### src/rtl/etp_pkg.sv
package etp_pkg;
  localparam int PC_W   = 9;
  localparam int TASK_W = 2;
  localparam int WORD_W = 5 + TASK_W + PC_W;

  typedef struct packed {
    logic              z;
    logic              c;
    logic              go;
    logic              cond;
    logic              valid;
    logic [TASK_W-1:0] tsk;
    logic [PC_W-1:0]   pc;
  } trace_word_t;
endpackage

### src/rtl/etp_cfg.sv
module etp_cfg #(
  parameter int SEL_W = 2
) (
  input  logic             clk,
  input  logic             rst_n,
  input  logic             we,
  input  logic             en_in,
  input  logic [SEL_W-1:0] sel_in,
  input  logic             lock,
  output logic             active,
  output logic [SEL_W-1:0] sel
);
  logic en_q;

  always_ff @(posedge clk) begin
    if (!rst_n) begin
      en_q <= 1'b1;
      sel  <= '0;
    end else if (we) begin
      en_q <= en_in;
      sel  <= sel_in;
    end
  end

  assign active = en_q & ~lock;
endmodule

### src/rtl/etp_pin_mux.sv
module etp_pin_mux #(
  parameter int NUM_WORDS = 4,
  parameter int WORD_W    = 16,
  parameter int SEL_W     = 2,
  localparam int BANK_W   = NUM_WORDS * WORD_W
) (
  input  logic              clk,
  input  logic              rst_n,
  input  logic              active,
  input  logic [SEL_W-1:0]  sel,
  input  logic [WORD_W-1:0] word,
  output logic [BANK_W-1:0] pin_out,
  output logic [BANK_W-1:0] pin_oe
);
  for (genvar k = 0; k < NUM_WORDS; k++) begin : g_word
    logic hit;
    assign hit = active && (sel == SEL_W'(k));
    assign pin_out[k*WORD_W +: WORD_W] = hit ? word : '0;
    assign pin_oe[k*WORD_W +: WORD_W]  = hit ? '1 : '0;
  end

  AST_ONE_GROUP: assert property (@(posedge clk) disable iff (!rst_n)
    ($countones(pin_oe) == 0) || ($countones(pin_oe) == WORD_W));
  AST_NO_UNDRIVEN_DATA: assert property (@(posedge clk) disable iff (!rst_n)
    (pin_out & ~pin_oe) == '0);
endmodule

### src/rtl/etp_step_sync.sv
module etp_step_sync #(
  parameter int STAGES = 2
) (
  input  logic clk,
  input  logic rst_n,
  input  logic step_async,
  output logic step_pulse
);
  logic [STAGES:0] sh_q;

  always_ff @(posedge clk) begin
    if (!rst_n) sh_q <= '0;
    else        sh_q <= {sh_q[STAGES-1:0], step_async};
  end

  assign step_pulse = sh_q[STAGES-1] & ~sh_q[STAGES];

  AST_STEP_SINGLE: assert property (@(posedge clk) disable iff (!rst_n)
    step_pulse |=> !step_pulse);
endmodule

### src/rtl/etp_brkpt.sv
module etp_brkpt #(
  parameter int PC_W = 9
) (
  input  logic            clk,
  input  logic            rst_n,
  input  logic [PC_W-1:0] pc,
  input  logic            se,
  input  logic            be,
  input  logic [PC_W-1:0] brk,
  input  logic            step_pulse,
  output logic            stall_req
);
  logic hold_q, armed_q, match, hit;

  assign match = (pc == brk);
  assign hit   = be & armed_q & match;

  always_ff @(posedge clk) begin
    if (!rst_n) begin
      hold_q  <= 1'b0;
      armed_q <= 1'b1;
    end else begin
      if (!be)                      hold_q <= 1'b0;
      else if (hold_q & step_pulse) hold_q <= 1'b0;
      else if (hit)                 hold_q <= 1'b1;
      if (hit)         armed_q <= 1'b0;
      else if (!match) armed_q <= 1'b1;
    end
  end

  assign stall_req = (se & ~step_pulse) | (hold_q & be & ~step_pulse) | hit;

  AST_BP_HOLDS: assert property (@(posedge clk) disable iff (!rst_n)
    hit |=> (stall_req || step_pulse || !be));
  AST_IDLE_NO_STALL: assert property (@(posedge clk) disable iff (!rst_n)
    (!se && !be) |-> !stall_req);
endmodule

### src/rtl/exec_trace_port.sv
module exec_trace_port #(
  parameter int NUM_WORDS   = 4,
  parameter int SYNC_STAGES = 2,
  localparam int WORD_W = etp_pkg::WORD_W,
  localparam int PC_W   = etp_pkg::PC_W,
  localparam int TASK_W = etp_pkg::TASK_W,
  localparam int SEL_W  = (NUM_WORDS > 1) ? $clog2(NUM_WORDS) : 1,
  localparam int BANK_W = NUM_WORDS * WORD_W
) (
  input  logic              clk,
  input  logic              rst_n,
  input  logic              core_z,
  input  logic              core_c,
  input  logic              core_go,
  input  logic              core_cond,
  input  logic              core_valid,
  input  logic [TASK_W-1:0] core_task,
  input  logic [PC_W-1:0]   core_pc,
  input  logic              cfg_we,
  input  logic              cfg_en,
  input  logic [SEL_W-1:0]  cfg_sel,
  input  logic              sec_lock,
  input  logic              dbg_se,
  input  logic              dbg_step,
  input  logic              dbg_be,
  input  logic [PC_W-1:0]   dbg_brk,
  output logic [BANK_W-1:0] pin_out,
  output logic [BANK_W-1:0] pin_oe,
  output logic              stall_req
);
  etp_pkg::trace_word_t trace_q;
  logic                 active;
  logic [SEL_W-1:0]     sel;
  logic                 step_pulse;

  always_ff @(posedge clk) begin
    if (!rst_n) trace_q <= '0;
    else begin
      trace_q.z     <= core_z;
      trace_q.c     <= core_c;
      trace_q.go    <= core_go;
      trace_q.cond  <= core_cond;
      trace_q.valid <= core_valid;
      trace_q.tsk   <= core_task;
      trace_q.pc    <= core_pc;
    end
  end

  etp_cfg #(.SEL_W(SEL_W)) u_cfg (
    .clk(clk), .rst_n(rst_n), .we(cfg_we), .en_in(cfg_en), .sel_in(cfg_sel),
    .lock(sec_lock), .active(active), .sel(sel)
  );

  etp_pin_mux #(.NUM_WORDS(NUM_WORDS), .WORD_W(WORD_W), .SEL_W(SEL_W)) u_mux (
    .clk(clk), .rst_n(rst_n), .active(active), .sel(sel), .word(trace_q),
    .pin_out(pin_out), .pin_oe(pin_oe)
  );

  etp_step_sync #(.STAGES(SYNC_STAGES)) u_step (
    .clk(clk), .rst_n(rst_n), .step_async(dbg_step), .step_pulse(step_pulse)
  );

  etp_brkpt #(.PC_W(PC_W)) u_bp (
    .clk(clk), .rst_n(rst_n), .pc(core_pc), .se(dbg_se), .be(dbg_be),
    .brk(dbg_brk), .step_pulse(step_pulse), .stall_req(stall_req)
  );

  AST_LOCK_DARK: assert property (@(posedge clk) disable iff (!rst_n)
    sec_lock |-> (pin_oe == '0 && pin_out == '0));
endmodule

### config.mk
export PLATFORM = sky130hd
export DESIGN_NAME = exec_trace_port
export DESIGN_NICKNAME = d
export VERILOG_FILES = /design/src/rtl/etp_pkg.sv /design/src/rtl/etp_cfg.sv /design/src/rtl/etp_pin_mux.sv /design/src/rtl/etp_step_sync.sv /design/src/rtl/etp_brkpt.sv /design/src/rtl/exec_trace_port.sv
export SDC_FILE = /design/constraint.sdc
export NUM_CORES = 1
export LEC_CHECK = 0
export BUFFER_PORTS_ARGS = -buffer_cell sky130_fd_sc_hd__buf_2
export CAP_MARGIN = 20
export CORE_UTILIZATION = 40
export DETAILED_ROUTE_END_ITERATION = 16
export PLACE_DENSITY = 0.9
export SETUP_SLACK_MARGIN = 0.4
export SLEW_MARGIN = 10
export SYNTH_ARGS = -nofsm -noshare
export SYNTH_HDL_FRONTEND = slang
export SYNTH_SLANG_ARGS = --single-unit
export TNS_END_PERCENT = 5
### constraint.sdc
create_clock -name clk -period 2.2 [get_ports clk]
set_clock_uncertainty 0.15 [all_clocks]
set_input_delay 0.11 -clock clk [delete_from_list [all_inputs] [get_ports clk]]
set_output_delay 0.11 -clock clk [all_outputs]
set_load 0.01 [all_outputs]
# Word-level counts from Yosys, hierarchy flattened
# Index checks and enable logic that the tools add are counted.
# W data, S select, Z words.
[totals]
regBits = 24
input_bits = 35
out_inout_bits = 129
wordCells = 48
[op_classes]
eq_ne = 5
n_mux = 10
bitwise_logic = 15
n_reduce_logical = 6
[ops]
columns = ["cell", "count"]
rows = [
  ["$mux W16", 8],
  ["$eq A9 B9 Y1", 1],
  ["$and A1 B1 Y1", 8],
  ["$not A1 Y1", 5],
  ["$eq A2 B2 Y1 const B", 2],
  ["$logic_and A1 B1 Y1", 4],
  ["$reduce_or A3 Y1", 1],
  ["$eq A2 B1 Y1 const B", 1],
  ["$logic_not A2 Y1", 1],
  ["$mux W1", 2],
  ["$ne A2 B2 Y1 const B", 1],
  ["$or A1 B1 Y1", 2],
]

# Depth between registers and ports, before layout
# Gate-level depths: netlist of the first run.
[depth]
word_depth = 6
ltp_mapped = 4
depth_no_buf = 4

# Modules after synthesis
# Synthesis of the first run repeated with hierarchy kept, for this count alone.
[hier_totals]
hier_cells = 225
area_unflattened_um2 = 2183.3
[by_module_without_submodules]
columns = ["mod", "instances", "cells_each", "area_each_um2", "seq_area_each_um2"]
rows = [
  ["etp_pin_mux", 1, 153, 1330.0, 0.0],
  ["exec_trace_port", 1, 33, 446.7, 320.3],
  ["etp_brkpt", 1, 22, 201.4, 40.0],
  ["etp_cfg", 1, 10, 112.6, 60.1],
  ["etp_step_sync", 1, 7, 92.6, 60.1],
]

# Worst setup path after synthesis of the first run
# No wires, ideal clock.
[synth_path]
path_kind = "register -> output"
from = "register u_cfg.sel[1]"
to = "output pin_out[38]"
arrival_time_ps = 1175
setup_slack_ps = 765
stages_incl_launch_ff = 4
n_path_buf = 1
cell_sequence = "dfxtp_1 -> and4bb_1 -> buf_2 -> and2_1"
[synth_between]
elab_chain_len = 3
[synth_rtl]
columns = ["element", "line_no", "rtl"]
rows = [
  ["from (decl)", "etp_cfg.sv:11", "output logic [SEL_W-1:0] sel"],
  ["from (signal assigned)", "etp_cfg.sv:21", "sel <= sel_in;"],
  ["$eq A2 B2 Y1", "etp_pin_mux.sv:17", "assign hit = active && (sel == SEL_W'(k));"],
  ["$logic_and A1 B1 Y1", "etp_pin_mux.sv:17", ""],
  ["net u_mux.g_word[2].hit", "etp_pin_mux.sv:16", "logic hit;"],
  ["$mux W16", "etp_pin_mux.sv:18", "assign pin_out[k*WORD_W +: WORD_W] = hit ? word : '0;"],
  ["to (decl)", "exec_trace_port.sv:27", "output logic [BANK_W-1:0] pin_out,"],
]
# The timed path passes the listed nets, and every way through them passes these cells.

# Worst setup path in the final report of the first run
[layout_path]
from = "register u_cfg.sel[0]"
to = "output pin_out[59]"
[layout_between]
elab_chain_len = 3
[layout_rtl]
columns = ["element", "line_no"]
rows = [
  ["$eq A2 B2 Y1", "etp_pin_mux.sv:17"],
  ["$logic_and A1 B1 Y1", "etp_pin_mux.sv:17"],
  ["$mux W16", "etp_pin_mux.sv:18"],
]
# No other way between the ends.

==> flow_metrics.tcl, run 1 <==
set metrics [dict create \
    drive_gt1_frac 0.536 \
    status "finished clean" \
    hpwlAfterDp_mm 3.30 \
    critPathBufInv 2 \
    rsz0062_at_grt "yes" \
    grt_pass1_wl_mm 6.53 \
    cp-end-kind "primary output" \
    ir_drop_uv 359 \
    hp-class "in -> reg" \
    grt_pass1_vias 1357 \
    finalInstanceArea_mm2 0.00249 \
    clk_pin_slew_ns 0.09 \
    synthMuxAreaShare 0.0169 \
    synth_edf_count 0 \
    start_util 0.431 \
    max-cap-violations 0 \
    required_ns 1.94 \
    synth.distinct_cells 26 \
    fin_util 0.605 \
    antenna_left 0 \
    min_path_cells 3 \
    ys_async_sr_fraction 0 \
    synthTopCellsByCount "and2_1 (83), buf_4 (65), dfxtp_1 (24), xor2_1 (7)" \
    syn_avg_cell_area_um2 8.44 \
    synth-simple-area-share 0.364 \
    cts_sinks 24 \
    synth_fa_ha_area_frac 0 \
    register_area_um2 483 \
    root_buffer "clkbuf_8" \
    drc_errors 0 \
    grt_overflow 0 \
    finalPower_mw 1.12 \
    synth_top_family_by_area "simple AND/OR/NAND/NOR gates" \
    synth_ff_type "dfxtp_1" \
    critical-path-max-stage-delay_ns 0.44 \
    crit_path_top_delay_cell "dfxtp_1" \
    routed_wl_mm 4.66 \
    grt_max_degree 33 \
    tightest_slew_ns 0.338 \
    r2r_cells 3 \
    syn_inst 210 \
    r2r-end "u_cfg.en_q" \
    yosysWarnings 0 \
    power_frac_comb 0.235 \
    gp_congestion 0.687 \
    ys_seq_elements 24 \
    die-area_mm2 0.00470 \
    drtPass1Iterations 4 \
    synth_most_common_cell "and2_1" \
    max_slew_margin 0.774 \
    worstSkewPairLatency_ns 0.27 \
    fmax_mhz 568 \
    drv_slew 0 \
    crit_family "simple AND/OR/NAND/NOR gates" \
    placed_area_mm2 0.00217 \
    syn2layout_area_growth_pct 40.4 \
    r2r_setup_slack_ns 0.82 \
    worstReg2RegStart "u_cfg.en_q" \
    switching_share 0.254 \
    nNetsFinal 372 \
    final_hold_viol_count 0 \
    syn_nets 245 \
    cts_tree "built" \
    port-buffer-count 163 \
    critPathKind "reg -> out" \
    htreeDepth 1 \
    power.share.sequential 0.423 \
    n_fill_cell 379 \
    track_usage 0.185 \
    die_height_um 68.6 \
    syn_area_mm2 0.00177 \
    synth-xor-area-share 0.0445 \
    crit_path_cell_trace "and4b_2, buf_4, and2_1, buf_2" \
    path_max_fanout 22 \
    seq_area_frac_synth 0.271 \
    wl_per_cell_um 12.1 \
    io_pins 164 \
    startpoint_type "flip-flop" \
    multi_input_area_um2 783 \
    viasPerCell 4.41 \
    min_period_ns 1.76 \
    powerDensity_mw_per_mm2 451 \
    core_area_mm2 0.00412 \
    rows 23 \
    antenna_cells 0 \
    setup_tns_ns 0 \
    critPathArrivalTime_ns 1.50 \
    synth_top_area_frac 0.293 \
    cts_made_buffers 3 \
    synth-compound-area-share 0.0134 \
    fp.dieW_um 68.6 \
    cts_buffer_depth 2 \
    finalSetupViolations 0 \
    min-delay-start "dbg_be" \
    hold_path_end "u_bp.hold_q" \
    fin_crit_sh 0.800 \
    dr_total_vias 1702 \
    clkPwrFrac 0.342 \
    drtIter0Drc 48 \
    holdWs_ns 0.00996 \
    antenna_found_initial 0 \
    p_int_uw 837 \
    ys_top_cells_by_area "and2_1 (29%), buf_4 (28%), dfxtp_1 (27%)" \
    switching_power_uw 285 \
    yosys.area.top_type "and2_1" \
    power_leakage_nw 1.55 \
]
==> power groups by stage <==
| stage | sequential (mW) | clock, mW | combinational (mW) |
|---|---|---|---|
| floorplan | 0.477 | 0 | 0.178 |
| global placement | 0.482 | 0 | 0.219 |
| detailed placement | 0.484 | 0 | 0.225 |
| CTS | 0.473 | 0.387 | 0.257 |
| global route | 0.479 | 0.411 | 0.293 |
| finish | 0.474 | 0.384 | 0.263 |
==> cell usage in the layout, fill, tap and decap left out <==
| cell | Yosys | layout |
|---|---|---|
| and4b_2 | 0 | 1 |
| nor4b_4 | 1 | 1 |
| nand4_1 | 1 | 1 |
| nor4_1 | 1 | 1 |
| nor2_1 | 1 | 1 |
| nor3_1 | 1 | 1 |
| xor2_1 | 7 | 7 |
| nor2b_1 | 3 | 3 |
| inv_1 | 1 | 1 |
| o21ai_0 | 1 | 1 |
| o22ai_1 | 1 | 1 |
| buf_6 | 0 | 1 |
| nand4b_1 | 1 | 1 |
| and2_1 | 83 | 83 |
| dfxtp_2 | 0 | 2 |
| dlygate4sd3_1 | 0 | 21 |
| mux2i_1 | 3 | 3 |
| nand2_1 | 2 | 2 |
| buf_4 | 65 | 5 |
| bufinv_16 | 0 | 1 |
| clkbuf_8 | 0 | 3 |
| xnor2_1 | 2 | 2 |
| o21bai_1 | 1 | 1 |
| a21oi_1 | 1 | 1 |
| dfxtp_1 | 24 | 22 |
| and4bb_4 | 0 | 1 |
| and4bb_1 | 1 | 1 |
| buf_2 | 3 | 165 |
| or2_1 | 1 | 1 |
| nand3_1 | 1 | 1 |
==> worst max-delay path by stage <==
stage	start	end	slack (ns)	cells after the start
after floorplan	u_cfg.sel[1]	pin_out[38]	0.77	3
after global placement	u_cfg.sel[1]	pin_out[61]	0.58	4
after detailed placement	u_cfg.sel[1]	pin_out[60]	0.50	4
after CTS	u_cfg.sel[0]	pin_out[7]	0.30	4
after global routing	u_cfg.sel[0]	pin_out[24]	0.32	3
final	u_cfg.sel[0]	pin_out[59]	0.44	4
==> metal layers <==
layer	vias up	share of wire	GRT usage
met2	80	0.52	0.337
li1	840	-	-
met5	-	0	0
met1	776	0.40	0.221
met4	0	0.011	0.0599
met3	6	0.061	0.0263
==> timing repair <==
item                                   in CTS  in global routing
setup buffers                               1                  1
hold buffers                               21                  0
setup endpoints to repair                  80                 52
endpoints found under the hold margin      20                  0
gates resized for setup                     3                  2
gates cloned                                0                  2
pin swaps                                   1                  1
==> cell type report <==
class,instances,area share
repair buffers,192,0.436
multi-input cells,115,0.315
flip-flops and latches,24,0.194
well taps,50,0.0251
clock buffers,3,0.0166
clock inverters,1,0.0121
inverters,1,0.00151
==> registers in the layout (all words and copies together) (netlist names) <==
register	count
trace_q	16
u_bp.armed_q	1
u_bp.hold_q	1
u_cfg.en_q	1
u_cfg.sel	2
u_step.sh_q	3
==> worst reg2reg max path: stages, from the launching register on <==
cell	delay, ns
dfxtp_2	0.35
mux2i_1	0.11
dlygate4sd3_1	0.57
nand2_1	0.07
==> through the flow <==
stage | worst slack [ns] | cells
after detailed placement | 0.504 | 357
after floorplan | 0.765 | 210
after global placement | 0.576 | 357
after CTS | 0.303 | 383
final | 0.440 | 386
after global routing | 0.322 | 386
==> cell families (layout without fill, tap and decap cells) <==
group | Yosys count | count (layout)
AOI/OAI and AO/OA | 4 | 4
xor gates and xnor gates | 9 | 9
buffers and inverters | 71 | 197
DFF | 24 | 24
muxes | 3 | 3
and+or+nand+nor | 99 | 99
No activity file was read; power rests on OpenSTA's default activity.
==> run 2: changes to the inputs <==
CORE_UTILIZATION = 37   (was 40)
PLACE_DENSITY = 0.84   (was 0.9)
clock period = 1.7 ns   (was 2.2 ns; I/O delays follow)
==> run 2 against run 1 <==
Effect of this change: the flow now finishes with violations (design-rule violations); global-route usage shrank 1.5 points; first-iteration DRC count shrank 10%; worst setup slack lost 0.43 ns; sequential cell count is the same; via count grew 2.8%; total power grew 36%; sequential power grew 29%; critical path depth grew 1; register-to-register slack lost 0.14 ns; hold slack gained 0.015 ns; critical endpoint is now pin_out[6].
==> flow_metrics.tcl, run 2 (same netlist as run 1, synthesis figures left out) <==
set metrics [dict create \
    cts_tree "built" \
    drtPass1Iterations 10 \
    cts_buffer_depth 2 \
    grt_pass1_wl_mm 6.80 \
    min_period_ns 1.69 \
    cts_made_buffers 3 \
    htreeDepth 1 \
    final_common_cell "buf_2" \
    die-area_mm2 0.00507 \
    reg_top3 "trace_q x16, u_step.sh_q x3, u_cfg.sel x2" \
    antenna_left 0 \
    die_height_um 71.2 \
    drc_errors 13 \
    largest_reg_flops 16 \
    fin_util 0.662 \
    startpoint_type "flip-flop" \
    rows 24 \
    antenna_found_initial 0 \
    dr_total_vias 1750 \
    tightest_slew_ns 0.368 \
    track_usage 0.170 \
    viasPerCell 4.46 \
    fp.dieW_um 71.2 \
    fmax_mhz 590 \
    cp-end-kind "primary output" \
    fin_crit_sh 0.997 \
    failed_checks "design-rule violations" \
    rsz0062_at_grt "yes" \
    cts_sinks 24 \
    path_max_fanout 7 \
    core_area_mm2 0.00447 \
    clk_pin_slew_ns 0.09 \
    hp-class "in -> reg" \
    critical-path-max-stage-delay_ns 0.37 \
    wl_met2_mm 3.08 \
    drtIter0Drc 43 \
    critPathBufInv 3 \
    crit_path_top_delay_cell "dfxtp_4" \
    max-cap-violations 0 \
    start_util 0.396 \
    antenna_cells 0 \
    final_hold_viol_count 0 \
    final_cell_mix "buf_2 (114), and2_1 (63), buf_6 (53), dlygate4sd3_1 (22), dfxtp_1 (21)" \
    register_area_um2 492 \
    wl_met1_mm 2.04 \
    crit_family "simple AND/OR/NAND/NOR gates" \
    critPathArrivalTime_ns 1.46 \
    hpwlAfterDp_mm 3.24 \
    drv_slew 0 \
    grt_pass1_vias 1418 \
    status "complete, but fails checks" \
    powerDensity_mw_per_mm2 516 \
    drive_gt1_frac 0.606 \
    port-buffer-count 163 \
    power_leakage_nw 1.65 \
    crit_top_cell "buf_6" \
    finalSetupViolations 0 \
    syn2layout_area_growth_pct 67.0 \
    regMostFlops "trace_q" \
    routed_wl_mm 5.41 \
    multi_input_area_um2 843 \
    grt_max_degree 29 \
    crit_path_cell_trace "nor4b_4, buf_4, buf_6, and2_4, buf_6" \
    nNetsFinal 376 \
    wl_per_cell_um 13.8 \
    gp_congestion 0.738 \
    max_slew_margin 0.755 \
    critPathKind "reg -> out" \
    grt_overflow 0 \
    required_ns 1.46 \
    root_buffer "clkbuf_8" \
    maxUsedRoutingLayer "met4" \
    dr_wl_met3_um 260 \
    worstSkewPairLatency_ns 0.26 \
    finalPower_mw 1.53 \
    n_fill_cell 386 \
    ir_drop_uv 546 \
    io_pins 164 \
]
[run 2: cell type report]
| class | count | share of cell area |
|---|---|---|
| Tap cell | 52 | 0.0220 |
| Inverter | 1 | 0.00127 |
| Clock buffer | 3 | 0.0139 |
| Multi-Input combinational cell | 115 | 0.285 |
| Sequential cell | 24 | 0.166 |
| Clock inverter | 1 | 0.0101 |
| Timing Repair Buffer | 196 | 0.502 |
[run 2: routing by layer]
| layer | global-route usage | vias to the layer above |
|---|---|---|
| met5 | 0 | - |
| met4 | 0.0467 | 0 |
| met3 | 0.0352 | 6 |
| met2 | 0.325 | 85 |
| met1 | 0.189 | 812 |
| li1 | - | 847 |
[run 2: path summary, 6_finish.rpt]
kind	end	cells after the start	slack, ns	startpoint
max reg2reg	u_bp.hold_q	3	0.68	u_step.sh_q[1]
max	pin_out[6]	5	0.006	u_cfg.sel[0]
min reg2reg	u_step.sh_q[1]	1	0.29	u_step.sh_q[0]
min	u_cfg.en_q	2	0.02	rst_n
[run 2: what timing repair did]
item | in CTS | in global routing
hold buffers | 22 | 0
endpoints found under the setup margin | 129 | 129
hold endpoints to repair | 21 | 0
pin swaps | 23 | 10
resized for setup | 36 | 61
cloned | 0 | 2
buffers inserted | 0 | 1
[run 2: through the flow]
stage | instance area [um2] | setup TNS [ns] | instances | hold slack [ns] | worst slack (ns)
after floorplan | 1790 | 0 | 210 | 0.0567 | 0.378
after global placement | 2200 | 0 | 363 | 0.140 | 0.321
after detailed placement | 2200 | 0 | 363 | 0.145 | 0.257
after CTS | 2660 | 0 | 389 | 0.0179 | 0.0000772
after global routing | 2960 | -0.869 | 392 | 0.0492 | -0.0403
final | 2960 | 0 | 392 | 0.0247 | 0.00565
[run 2: power breakdown]
group / switching, mW / internal (mW) / total (mW)
sequential: 0.0253 / 0.588 / 0.613
clock: 0.183 / 0.315 / 0.497
combinational: 0.184 / 0.233 / 0.417
total: 0.392 / 1.14 / 1.53
==> run 3: changes to the inputs <==
MAX_ROUTING_LAYER = met4   (was not set)
==> run 3 against run 2 <==
Effect of this change: the run still ends with design-rule violations left; hold slack got worse by 0.00077 ns; cell count unchanged; worst setup slack improved by 0.0019 ns; critical path depth unchanged; total power about the same; combinational power barely moved; maximum frequency rose by 0.11%; non-clock buffer count did not move; global-route usage grew 0.49 points; first-iteration DRC count is 19% higher; sequential cell count unchanged; critical path type unchanged; highest routed layer unchanged.
==> flow_metrics.tcl, run 3 (same netlist as run 1, synthesis figures left out) <==
set metrics [dict create \
    critPathArrivalTime_ns 1.46 \
    grt_pass1_wl_mm 6.79 \
    cts_sinks 24 \
    holdWs_ns 0.0239 \
    rows 24 \
    path_max_fanout 7 \
    root_buffer "clkbuf_8" \
    antenna_left 0 \
    syn2layout_area_growth_pct 67.0 \
    routed_wl_mm 5.43 \
    reg_top3 "trace_q x16, u_step.sh_q x3, u_cfg.sel x2" \
    power_leakage_nw 1.65 \
    final_cell_mix "buf_2 (114), and2_1 (63), buf_6 (53), dlygate4sd3_1 (22), dfxtp_1 (21)" \
    critPathKind "reg -> out" \
    drtPass1Iterations 10 \
    min_period_ns 1.69 \
    regMostFlops "trace_q" \
    finalSetupViolations 0 \
    r2r_cells 3 \
    failed_checks "design-rule violations" \
    max-cap-violations 0 \
    final_hold_viol_count 0 \
    grt_overflow 0 \
    grt_max_degree 29 \
    startpoint_type "flip-flop" \
    fmax_mhz 591 \
    n_fill_cell 386 \
    r2r-end "u_bp.hold_q" \
    cp-end-kind "primary output" \
    gp_congestion 0.747 \
    status "complete, but fails checks" \
    tightest_slew_ns 0.366 \
    register_area_um2 492 \
    clk_pin_slew_ns 0.09 \
    die-area_mm2 0.00507 \
    startpoint "u_cfg.sel[0]" \
    dr_total_vias 1753 \
    cts_buffer_depth 2 \
    worstSkewPairLatency_ns 0.26 \
    multi_input_area_um2 843 \
    viasPerCell 4.47 \
    hp-class "in -> reg" \
    cts_made_buffers 3 \
    required_ns 1.46 \
    grt_pass1_vias 1423 \
    rsz0062_at_grt "yes" \
    wl_per_cell_um 13.9 \
    drtIter0Drc 51 \
    nNetsFinal 376 \
    finalPower_mw 1.53 \
    io_pins 164 \
    fp.dieW_um 71.2 \
    r2r_setup_slack_ns 0.68 \
    fin_crit_sh 0.996 \
    track_usage 0.175 \
    drive_gt1_frac 0.606 \
    port-buffer-count 163 \
    max_slew_margin 0.756 \
    start_util 0.396 \
    worstReg2RegStart "u_step.sh_q[1]" \
    worstSetupEndpoint "pin_out[6]" \
    final_common_cell "buf_2" \
    die_height_um 71.2 \
    hpwlAfterDp_mm 3.24 \
    cts_tree "built" \
    powerDensity_mw_per_mm2 516 \
    drv_slew 0 \
    ir_drop_uv 544 \
    drc_errors 13 \
    antenna_found_initial 0 \
    antenna_cells 0 \
    core_area_mm2 0.00447 \
    largest_reg_flops 16 \
    htreeDepth 1 \
]
## run 3: worst min path at each step
stage | start | to | slack, ns | cells past startpoint
detailed placement | core_task[1] | trace_q[10] | 0.15 | 2
floorplan | core_pc[0] | trace_q[0] | 0.06 | 1
global placement | core_valid | trace_q[11] | 0.14 | 2
CTS | rst_n | u_cfg.en_q | 0.02 | 2
finish | rst_n | u_cfg.en_q | 0.02 | 2
global route | rst_n | u_cfg.en_q | 0.05 | 2
## run 3: worst max-delay path, stage by stage, from the launching register on
cell and delay [ns]:
dfxtp_4 0.37, nor4b_4 0.26, buf_4 0.18, buf_6 0.13, and2_4 0.15, buf_6 0.10
## run 3: per-stage QoR
step / util / cell area (um2) / worst slack, ns / setup TNS, ns / cells
2_1_floorplan: - / 1790 / 0.378 / 0 / 210
3_3_place_gp: 0.492 / 2200 / 0.321 / 0 / 363
3_5_place_dp: 0.492 / 2200 / 0.257 / 0 / 363
4_1_cts: 0.594 / 2660 / 0.0000772 / 0 / 389
5_1_grt: 0.662 / 2960 / -0.0403 / -0.873 / 392
6_report: 0.662 / 2960 / 0.00755 / 0 / 392
## run 3: routing by layer
layer	global-route usage	vias up	routed length [um]
met4	0.0467	0	34
met2	0.325	83	3060
met5	-	-	0
met1	0.188	816	2090
met3	0.0352	6	247
li1	-	848	-
## run 3: timing repair
action | 4_1_cts | 5_1_grt
gates resized for setup | 36 | 61
cloned | 0 | 2
hold buffers | 22 | 0
hold endpoints to repair | 21 | 0
setup endpoints to repair | 129 | 129
pin swaps | 23 | 10
setup buffers | 0 | 1
## run 3: power breakdown
group	leakage (nW)	internal, mW	switching, mW
Sequential	0.200	0.588	0.0254
Combinational	1.41	0.233	0.184
Clock	0.0357	0.315	0.182
## run 3: cell type report
class / instances / area share
multi-input cells: 115 / 0.285
repair buffers: 196 / 0.502
inverters: 1 / 0.00127
flip-flops and latches: 24 / 0.166
clock buffers: 3 / 0.0139
clock inverters: 1 / 0.0101
well taps: 52 / 0.0220
